--- config.mk ---
export PLATFORM = sky130hd
export DESIGN_NAME = fpr_pair_file
export DESIGN_NICKNAME = d
export VERILOG_FILES = /design/src/rtl/fpr_pkg.sv /design/src/rtl/fpr_wr_decode.sv /design/src/rtl/fpr_store.sv /design/src/rtl/fpr_rd_port.sv /design/src/rtl/fpr_pair_file.sv
export SDC_FILE = /design/constraint.sdc
export NUM_CORES = 2
export LEC_CHECK = 0
export BUFFER_PORTS_ARGS = -buffer_cell sky130_fd_sc_hd__buf_2
export CAP_MARGIN = 20
export CORE_MARGIN = 4
export CORE_UTILIZATION = 35
export DETAILED_ROUTE_END_ITERATION = 8
export SETUP_SLACK_MARGIN = 0.3
export SLEW_MARGIN = 20
export SYNTH_ARGS = -nofsm -noshare
export SYNTH_HDL_FRONTEND = slang
export SYNTH_SLANG_ARGS = --single-unit
--- constraint.sdc ---
create_clock -name clk -period 7.1 [get_ports clk]
set_input_delay 1.42 -clock clk [delete_from_list [all_inputs] [get_ports clk]]
set_output_delay 1.42 -clock clk [all_outputs]
set_load 0.05 [all_outputs]
--- src/rtl/fpr_pkg.sv ---
// Package: shared constants and helpers for the paired register file.
// Assumes a fixed 32-bit word; the double view is always two words.
package fpr_pkg;

    localparam int unsigned FPR_WORD_W = 32;

    typedef enum logic {
        PREC_SINGLE = 1'b0,
        PREC_DOUBLE = 1'b1
    } fpr_prec_e;

    // A double access needs an even index; a single access is always legal.
    function automatic logic fpr_access_ok(input logic dbl, input logic idx_lsb);
        return !(dbl && idx_lsb);
    endfunction

endpackage

--- src/rtl/fpr_wr_decode.sv ---
// Module: fpr_wr_decode
// Turns one write request into a per-word hit vector and per-word value.
// Assumes NUM_REGS is even and a power of two; a double write to an odd
// index is refused (no hits) and reported on wr_err.
module fpr_wr_decode
    import fpr_pkg::*;
#(
    parameter int unsigned WORD_W   = FPR_WORD_W,
    parameter int unsigned NUM_REGS = 32,
    localparam int unsigned IDX_W   = $clog2(NUM_REGS),
    localparam int unsigned DW      = 2 * WORD_W
) (
    input  logic                               wr_en,
    input  logic                               wr_dbl,
    input  logic [IDX_W-1:0]                   wr_idx,
    input  logic [DW-1:0]                      wr_data,
    output logic [NUM_REGS-1:0]                hit,
    output logic [NUM_REGS-1:0][WORD_W-1:0]    val,
    output logic                               wr_err
);

    logic legal;
    logic go;

    // Legality of the request and the qualified write strobe.
    always_comb begin
        legal  = fpr_access_ok(wr_dbl, wr_idx[0]);
        go     = wr_en && legal;
        wr_err = wr_en && !legal;
    end

    for (genvar g = 0; g < NUM_REGS; g++) begin : g_word
        localparam logic [IDX_W-1:0] SELF = IDX_W'(g);
        localparam logic [IDX_W-2:0] PAIR = (IDX_W-1)'(g / 2);

        // Word g is hit by a single write to g or a double write to its pair.
        assign hit[g] = go && (wr_dbl ? (wr_idx[IDX_W-1:1] == PAIR)
                                      : (wr_idx == SELF));

        // Even words take the upper half of a double; all else takes the lower.
        if ((g % 2) == 0) begin : g_even
            assign val[g] = wr_dbl ? wr_data[DW-1:WORD_W] : wr_data[WORD_W-1:0];
        end else begin : g_odd
            assign val[g] = wr_data[WORD_W-1:0];
        end
    end

endmodule

--- src/rtl/fpr_store.sv ---
// Module: fpr_store
// The word array with synchronous active-low clear and a forwarded view
// in which a word being written this cycle shows its incoming value.
// Assumes hit/val come from fpr_wr_decode (at most one pair hit).
module fpr_store #(
    parameter int unsigned WORD_W   = 32,
    parameter int unsigned NUM_REGS = 32
) (
    input  logic                               clk,
    input  logic                               rst_n,
    input  logic [NUM_REGS-1:0]                hit,
    input  logic [NUM_REGS-1:0][WORD_W-1:0]    val,
    output logic [NUM_REGS-1:0][WORD_W-1:0]    q,
    output logic [NUM_REGS-1:0][WORD_W-1:0]    fwd
);

    for (genvar g = 0; g < NUM_REGS; g++) begin : g_word
        // Hold or update one word; clear on reset.
        always_ff @(posedge clk) begin
            if (!rst_n) begin
                q[g] <= '0;
            end else if (hit[g]) begin
                q[g] <= val[g];
            end
        end

        // Read-during-write view of one word.
        assign fwd[g] = hit[g] ? val[g] : q[g];

        AST_UNHIT_WORD_HOLDS: assert property (@(posedge clk) disable iff (!rst_n)
            !hit[g] |=> $stable(q[g]));
    end

    AST_RESET_CLEARS_ALL: assert property (@(posedge clk) disable iff (!rst_n)
        $rose(rst_n) |-> (q == '0));

endmodule

--- src/rtl/fpr_rd_port.sv ---
// Module: fpr_rd_port
// One combinational read port over the forwarded word view.
// Single reads zero-extend; double reads join even (high) and odd (low);
// an odd-index double read returns zero and raises err.
module fpr_rd_port
    import fpr_pkg::*;
#(
    parameter int unsigned WORD_W   = FPR_WORD_W,
    parameter int unsigned NUM_REGS = 32,
    localparam int unsigned IDX_W   = $clog2(NUM_REGS),
    localparam int unsigned DW      = 2 * WORD_W
) (
    input  logic                               dbl,
    input  logic [IDX_W-1:0]                   idx,
    input  logic [NUM_REGS-1:0][WORD_W-1:0]    words,
    output logic [DW-1:0]                      data,
    output logic                               err
);

    logic [IDX_W-1:0] even_idx;
    logic [IDX_W-1:0] odd_idx;

    // Select and format the returned value.
    always_comb begin
        even_idx = {idx[IDX_W-1:1], 1'b0};
        odd_idx  = {idx[IDX_W-1:1], 1'b1};
        err      = !fpr_access_ok(dbl, idx[0]);
        if (err) begin
            data = '0;
        end else if (dbl) begin
            data = {words[even_idx], words[odd_idx]};
        end else begin
            data = {{WORD_W{1'b0}}, words[idx]};
        end
    end

endmodule

--- src/rtl/fpr_pair_file.sv ---
// Module: fpr_pair_file
// Top: write decode, word store and NUM_RD read ports. All reads see
// same-cycle writes. Assumes a single writer per cycle.
module fpr_pair_file
    import fpr_pkg::*;
#(
    parameter int unsigned WORD_W   = FPR_WORD_W,
    parameter int unsigned NUM_REGS = 32,
    parameter int unsigned NUM_RD   = 2,
    localparam int unsigned IDX_W   = $clog2(NUM_REGS),
    localparam int unsigned DW      = 2 * WORD_W
) (
    input  logic                      clk,
    input  logic                      rst_n,
    input  logic                      wr_en,
    input  logic                      wr_dbl,
    input  logic [IDX_W-1:0]          wr_idx,
    input  logic [DW-1:0]             wr_data,
    output logic                      wr_err,
    input  logic [NUM_RD-1:0]         rd_dbl,
    input  logic [NUM_RD*IDX_W-1:0]   rd_idx,
    output logic [NUM_RD*DW-1:0]      rd_data,
    output logic [NUM_RD-1:0]         rd_err
);

    logic [NUM_REGS-1:0]              hit;
    logic [NUM_REGS-1:0][WORD_W-1:0]  val;
    logic [NUM_REGS-1:0][WORD_W-1:0]  q;
    logic [NUM_REGS-1:0][WORD_W-1:0]  fwd;

    fpr_wr_decode #(.WORD_W(WORD_W), .NUM_REGS(NUM_REGS)) u_dec (
        .wr_en   (wr_en),
        .wr_dbl  (wr_dbl),
        .wr_idx  (wr_idx),
        .wr_data (wr_data),
        .hit     (hit),
        .val     (val),
        .wr_err  (wr_err)
    );

    fpr_store #(.WORD_W(WORD_W), .NUM_REGS(NUM_REGS)) u_store (
        .clk   (clk),
        .rst_n (rst_n),
        .hit   (hit),
        .val   (val),
        .q     (q),
        .fwd   (fwd)
    );

    for (genvar p = 0; p < NUM_RD; p++) begin : g_port
        logic [IDX_W-1:0] p_idx;
        logic [DW-1:0]    p_data;
        logic             p_err;

        assign p_idx = rd_idx[p*IDX_W +: IDX_W];

        fpr_rd_port #(.WORD_W(WORD_W), .NUM_REGS(NUM_REGS)) u_port (
            .dbl   (rd_dbl[p]),
            .idx   (p_idx),
            .words (fwd),
            .data  (p_data),
            .err   (p_err)
        );

        assign rd_data[p*DW +: DW] = p_data;
        assign rd_err[p]           = p_err;

        AST_SINGLE_HIGH_ZERO: assert property (@(posedge clk) disable iff (!rst_n)
            !rd_dbl[p] |-> (p_data[DW-1:WORD_W] == '0));
        AST_DOUBLE_MATCHES_STORE: assert property (@(posedge clk) disable iff (!rst_n)
            (!wr_en && rd_dbl[p] && !p_idx[0]) |->
            (p_data == {q[{p_idx[IDX_W-1:1], 1'b0}], q[{p_idx[IDX_W-1:1], 1'b1}]}));
        AST_ODD_DOUBLE_READ_REFUSED: assert property (@(posedge clk) disable iff (!rst_n)
            (rd_dbl[p] && p_idx[0]) |-> (p_err && (p_data == '0)));
        AST_SINGLE_SEES_WRITE: assert property (@(posedge clk) disable iff (!rst_n)
            (wr_en && !wr_dbl && !rd_dbl[p] && (wr_idx == p_idx)) |->
            (p_data[WORD_W-1:0] == wr_data[WORD_W-1:0]));
    end

    AST_ODD_DOUBLE_WRITE_FLAG: assert property (@(posedge clk) disable iff (!rst_n)
        (wr_en && wr_dbl && wr_idx[0]) |-> wr_err);
    AST_ODD_DOUBLE_WRITE_HOLD: assert property (@(posedge clk) disable iff (!rst_n)
        (wr_en && wr_dbl && wr_idx[0]) |=> $stable(q));
    AST_DOUBLE_WRITE_HALVES: assert property (@(posedge clk) disable iff (!rst_n)
        (wr_en && wr_dbl && !wr_idx[0]) |=>
        ((q[$past(wr_idx)] == $past(wr_data[DW-1:WORD_W])) &&
         (q[$past(wr_idx) + 1'b1] == $past(wr_data[WORD_W-1:0]))));
    AST_HIT_AT_MOST_PAIR: assert property (@(posedge clk) disable iff (!rst_n)
        $countones(hit) <= 2);

endmodule

# Word level (Yosys, flattened, before mapping)
# Cells that the tools add are included.
# classes
muxes	81
order_cmp	6
div	0
shifts	0
n_eq_ne	46
n_reduce_logical	40
bitwise_logic	0
n_addsub	0
mul	0
# op_table
cell	count
2-to-1 mux 32 bit	39
binary-select mux 32 bit (select 4 bit)	4
binary-select mux 32 bit (select 5 bit)	2
2-to-1 mux 64 bit	4
== test 5 bit (second input constant)	16
== test 5 x 4 -> 1 bit (second input constant)	8
logical AND 1 bit	37
less-than comparator 5 x 6 -> 1 bit (second input constant)	6
== test 4 bit (second input constant)	8
2-to-1 mux 1 bit	32
== test 5 x 3 -> 1 bit (second input constant)	4
== test 4 x 3 -> 1 bit (second input constant)	4
== test 5 x 2 -> 1 bit (second input constant)	2
== test 4 x 2 -> 1 bit (second input constant)	2
== test 5 x 1 -> 1 bit (second input constant)	1
logical NOT 5 bit	1
== test 4 x 1 -> 1 bit (second input constant)	1
logical NOT 4 bit	1
logical NOT 1 bit	1
# word_totals
ramBits	0
output_inout_bits	131
mem_count	0
elab_cells	205
mem_bits_ro	0
latchBits	0
ff_bits	1024

# Longest topological paths before layout
# depth
ltp_word	9
ltp_mapped	14
ltp_nobuf	8

# By module
# From an unflattened synthesis, not the netlist that was laid out.
# unflattened
cells_unflattened	6564
hier_area_um2	84418.5
# modules_own_cells
module	cells_per_inst	n_inst	seq_area_each_um2	area_per_inst_um2
fpr_store	3313	1	20499.7	45172.1
fpr_rd_port	1064	2	0.0	15462.3
fpr_wr_decode	1121	1	0.0	8306.7
fpr_pair_file	2	1	0.0	15.0

# Least setup slack after synthesis
# No wires, ideal clock.
# synth_timing
path_kind	in2out
startpoint	input port wr_idx[2]
endpoint	output port rd_data[65]
path_buffers	3
path_stages	10
arrival_ns	5.074
slack_ns	0.606
cell_sequence	buf_4 buf_6 nor4b_4 nand2_4 buf_2 mux2i_1 mux4_2 o21ai_0 a221oi_1 o41ai_1
# synth_via
elab_chain_len	8
word_cells_on_any_way	150
classes_between	eq/ne (46); mux (70); reduce/logical (34)
# synth_lines
element	line_no	rtl
start, declared	fpr_pair_file.sv:17	input logic [IDX_W-1:0] wr_idx,
== test 5 x 1 -> 1 bit (tied with other cells)	fpr_wr_decode.sv:38	: (wr_idx == SELF));
2-to-1 mux 1 bit	fpr_wr_decode.sv:37	assign hit[g] = go && (wr_dbl ? (wr_idx[IDX_W-1:1] == PAIR)
logical AND 1 bit	fpr_wr_decode.sv:37	
2-to-1 mux 32 bit, on equally long branches	n/a	
binary-select mux 32 bit (select 5 bit) / binary-select mux 32 bit (select 4 bit) (equally long branches)	fpr_rd_port.sv:33, fpr_rd_port.sv:31	
2-to-1 mux 32 bit, on equally long branches	fpr_rd_port.sv:33, fpr_rd_port.sv:31	
2-to-1 mux 64 bit (*)	fpr_rd_port.sv:30	end else if (dbl) begin
2-to-1 mux 64 bit (*)	fpr_rd_port.sv:28	if (err) begin
end, declared	fpr_pair_file.sv:22	output logic [NUM_RD*DW-1:0] rd_data,
# Mark *: on every way between the ends. The rest lies on a longest branch, timed or not. The select of a mux whose other input is x is not followed.

# Worst setup path after layout
# layout_timing
startpoint	input port wr_idx[2]
endpoint	output port rd_data[68]
# The elaborated chain is that of the path after synthesis.

==> impl_metrics.sql <==
INSERT INTO impl_metrics (metric_group, metric, value, unit) VALUES
('synthesis', 'yosysSeqAreaShare', '0.315', ''),
('synthesis', 'ys.flop_type', 'dfxtp_1', ''),
('worst_setup_path', 'timing.critical_path.fanout_max', '30', ''),
('die', 'num_io_pins', '216', ''),
('synthesis', 'synth_common_cells', 'nand2_1, nor2_1, dfxtp_1', ''),
('worst_setup_path', 'startpoint_type', 'primary input', ''),
('sta', 'hold_ws', '457', 'ps'),
('sta', 'post_layout_min_period', '6980', 'ps'),
('clocking', 'clk_root_buffer_cell', 'clkbuf_16', ''),
('place', 'numPlacedInstances', '10900', ''),
('clocking', 'clock_sinks', '1024', ''),
('hold_path', 'min-delay-path-class', 'flip-flop to flip-flop', ''),
('power', 'power.switching_fraction', '0.341', ''),
('final_layout', 'finish.instance_area', '0.0801', 'mm^2'),
('power', 'seq_power_share', '0.348', ''),
('detailed_routing', 'wl', '467000', 'um'),
('worst_setup_path', 'critical_path_arrival', '5560', 'ps'),
('synthesis', 'post_synth_inst_count', '8210', ''),
('global_routing', 'grt_first_pass_wirelength', '620000', 'um'),
('clocking', 'cts_inserted_buffers', '134', ''),
('worst_setup_path', 'critPathCaptureType', 'primary output', ''),
('run_status', 'outcome', 'finished, final reports clean', ''),
('synthesis', 'synthArstFlopShare', '0', ''),
('sta', 'timing.final.max_slew_violations', '0', ''),
('detailed_routing', 'route.detailed.wl_per_inst', '41.9', 'um'),
('synthesis', 'synth_edf_count', '0', ''),
('sta', 'grt_setup_unrepaired', 'yes', ''),
('run', 'timing.max_cap.violations', '0', ''),
('place', 'placement.io_buffers', '215', ''),
('hold_path', 'min_path_cells', '2', ''),
('detailed_routing', 'detailedRoute.firstIterationViolations', '13200', ''),
('sta', 'hold_viol_final', '0', ''),
('synthesis', 'syn-cell-area', '0.0650', 'mm^2'),
('global_routing', 'grtUsageTotal', '0.466', ''),
('power', 'vdd_drop_max', '0.000187', 'V'),
('clocking', 'path_clk_slew', '50', 'ps'),
('final_layout', 'layoutNonFillerInstCount', '11200', ''),
('synthesis', 'postSynthAreaPerCell', '7.92', 'um^2'),
('power', 'p_leak', '29.1', 'nW'),
('die', 'initial_utilization', '0.354', ''),
('synthesis', 'number_of_flip_flops_and_latches_in_the_synthesized_netlist', '1024', ''),
('sta', 'timing.final.crit_share', '0.983', ''),
('clocking', 'h-tree-depth', '4', ''),
('sta', 'clock-skew-final', '0', 'ps'),
('final_layout', 'largest_register_ffs', '1024', ''),
('place', 'place.detailed.hpwl', '344000', 'um'),
('global_routing', 'antenna_found_initial', '65', ''),
('sta', 'finalSetupViolations', '0', ''),
('clocking', 'tritoncts', 'built', ''),
('die', 'fp.coreArea', '0.184', 'mm^2'),
('worst_setup_path', 'worst-r2r-cell-count', '3', ''),
('synthesis', 'synth_top_area_cell', 'dfxtp_1', ''),
('die', 'fp.dieH', '439', 'um'),
('clocking', 'cts-root-to-sink-buffers', '3', ''),
('die', 'floorplan.rows', '157', ''),
('worst_setup_path', 'setup.worst_path.class', 'primary input to primary output', ''),
('power', 'fin_total_pwr', '16.7', 'mW'),
('synthesis', 'mappedNetlistNets', '8295', ''),
('final_layout', 'synthToLayoutAreaGrowth', '23.3', '%'),
('sta', 'final.setup.worst_slack', '120', 'ps'),
('final_layout', 'max_flop_register', 'u_store.q', ''),
('detailed_routing', 'dr_total_vias', '76100', ''),
('place', 'post-place-ws', '-223', 'ps'),
('place', 'detailed_place.area', '0.0752', 'mm^2'),
('die', 'die_area', '0.193', 'mm^2'),
('synthesis', 'count_of_distinct_cell_types_in_the_synthesized_netlist', '100', ''),
('synthesis', 'synth_top_area_share', '0.315', ''),
('sta', 'timing.max_slew.rel_slack', '0.0844', ''),
('final_layout', 'count_of_nets_after_finishing', '8622', ''),
('power', 'power_switching', '5.70', 'mW'),
('detailed_routing', 'detail_route.vias_per_cell', '6.82', '');
-- per-stage QoR --
stage                     setup TNS, ps  utilization
after floorplan                       0            -
after global placement             -990        0.409
after detailed placement          -1190        0.409
after CTS                             0        0.435
after global routing                  0        0.435
final                                 0        0.436
-- timing repair --
action	CTS	global route
hold buffers	0	0
endpoints found under the setup margin	24	11
gates cloned	1	0
buffers inserted	1	11
pin swaps	3	4
hold endpoints to repair	0	0
resized for setup	29	8
-- cell type report --
cell class / count / area (um^2) / share of cell area
flip-flops and latches: 1024 / 20500 / 0.256
clock inverters: 44 / 657 / 0.00820
multi-input cells: 6259 / 41300 / 0.515
diodes: 51 / 128 / 0.00159
well taps: 2464 / 3080 / 0.0385
clock buffers: 190 / 3860 / 0.0481
inverters: 39 / 190 / 0.00237
repair buffers: 1079 / 10400 / 0.130
-- power groups by stage --
stage / sequential (mW) / combinational (mW) / clock (mW)
after floorplan: 5.94 / 1.55 / 0
after detailed placement: 5.94 / 3.47 / 0
after global placement: 5.94 / 3.47 / 0
final: 5.82 / 3.69 / 7.24
after global routing: 5.82 / 3.64 / 7.46
after CTS: 5.82 / 3.49 / 7.24
-- layout by cell type, fill, tap and decap left out, types with 201 or more instances in the layout --
master / n
nor2_1: 1189
buf_4: 767
o22ai_1: 254
mux2i_1: 603
dfxtp_1: 1024
nand2_1: 1296
mux4_2: 275
o21ai_0: 322
buf_12: 201
a21oi_1: 709
-- cells by family after synthesis --
family                 after synthesis  synth area share
AO/OA/AOI/OAI                     2259             0.229
buffers and inverters              927            0.0592
XOR/XNOR                             9           0.00150
flip-flops                        1024             0.315
multiplexers                       946             0.200
AND/OR/NAND/NOR                   3045             0.195
-- metal layers --
layer / global-route usage / wire length [um] / vias to the layer above
li1: - / - / 30700
met1: 0.585 / 176000 / 37700
met2: 0.630 / 182000 / 6143
met3: 0.175 / 62100 / 1530
met4: 0.379 / 47400 / 24
met5: 0 / 167 / -
-- path summary, 6_finish.rpt --
check                                    start              to  slack, ps
worst max-delay path                 wr_idx[2]     rd_data[68]        120
worst min-delay path            u_store.q[888]  u_store.q[888]        460
worst max register to register  u_store.q[530]  u_store.q[530]       5970
worst min register to register  u_store.q[888]  u_store.q[888]        460
-- worst max-delay path, cell delays in order --
cell and delay, ps:
buf_12 180, buf_6 190, nor4bb_4 410, buf_6 210
nand2_2 80, buf_12 180, buf_4 260, mux2i_2 250
mux4_2 280, mux2i_1 210, a222oi_1 430, nor2_1 60
nand4b_1 680, buf_12 380, buf_12 140
Power figures use the tool's default switching activity.
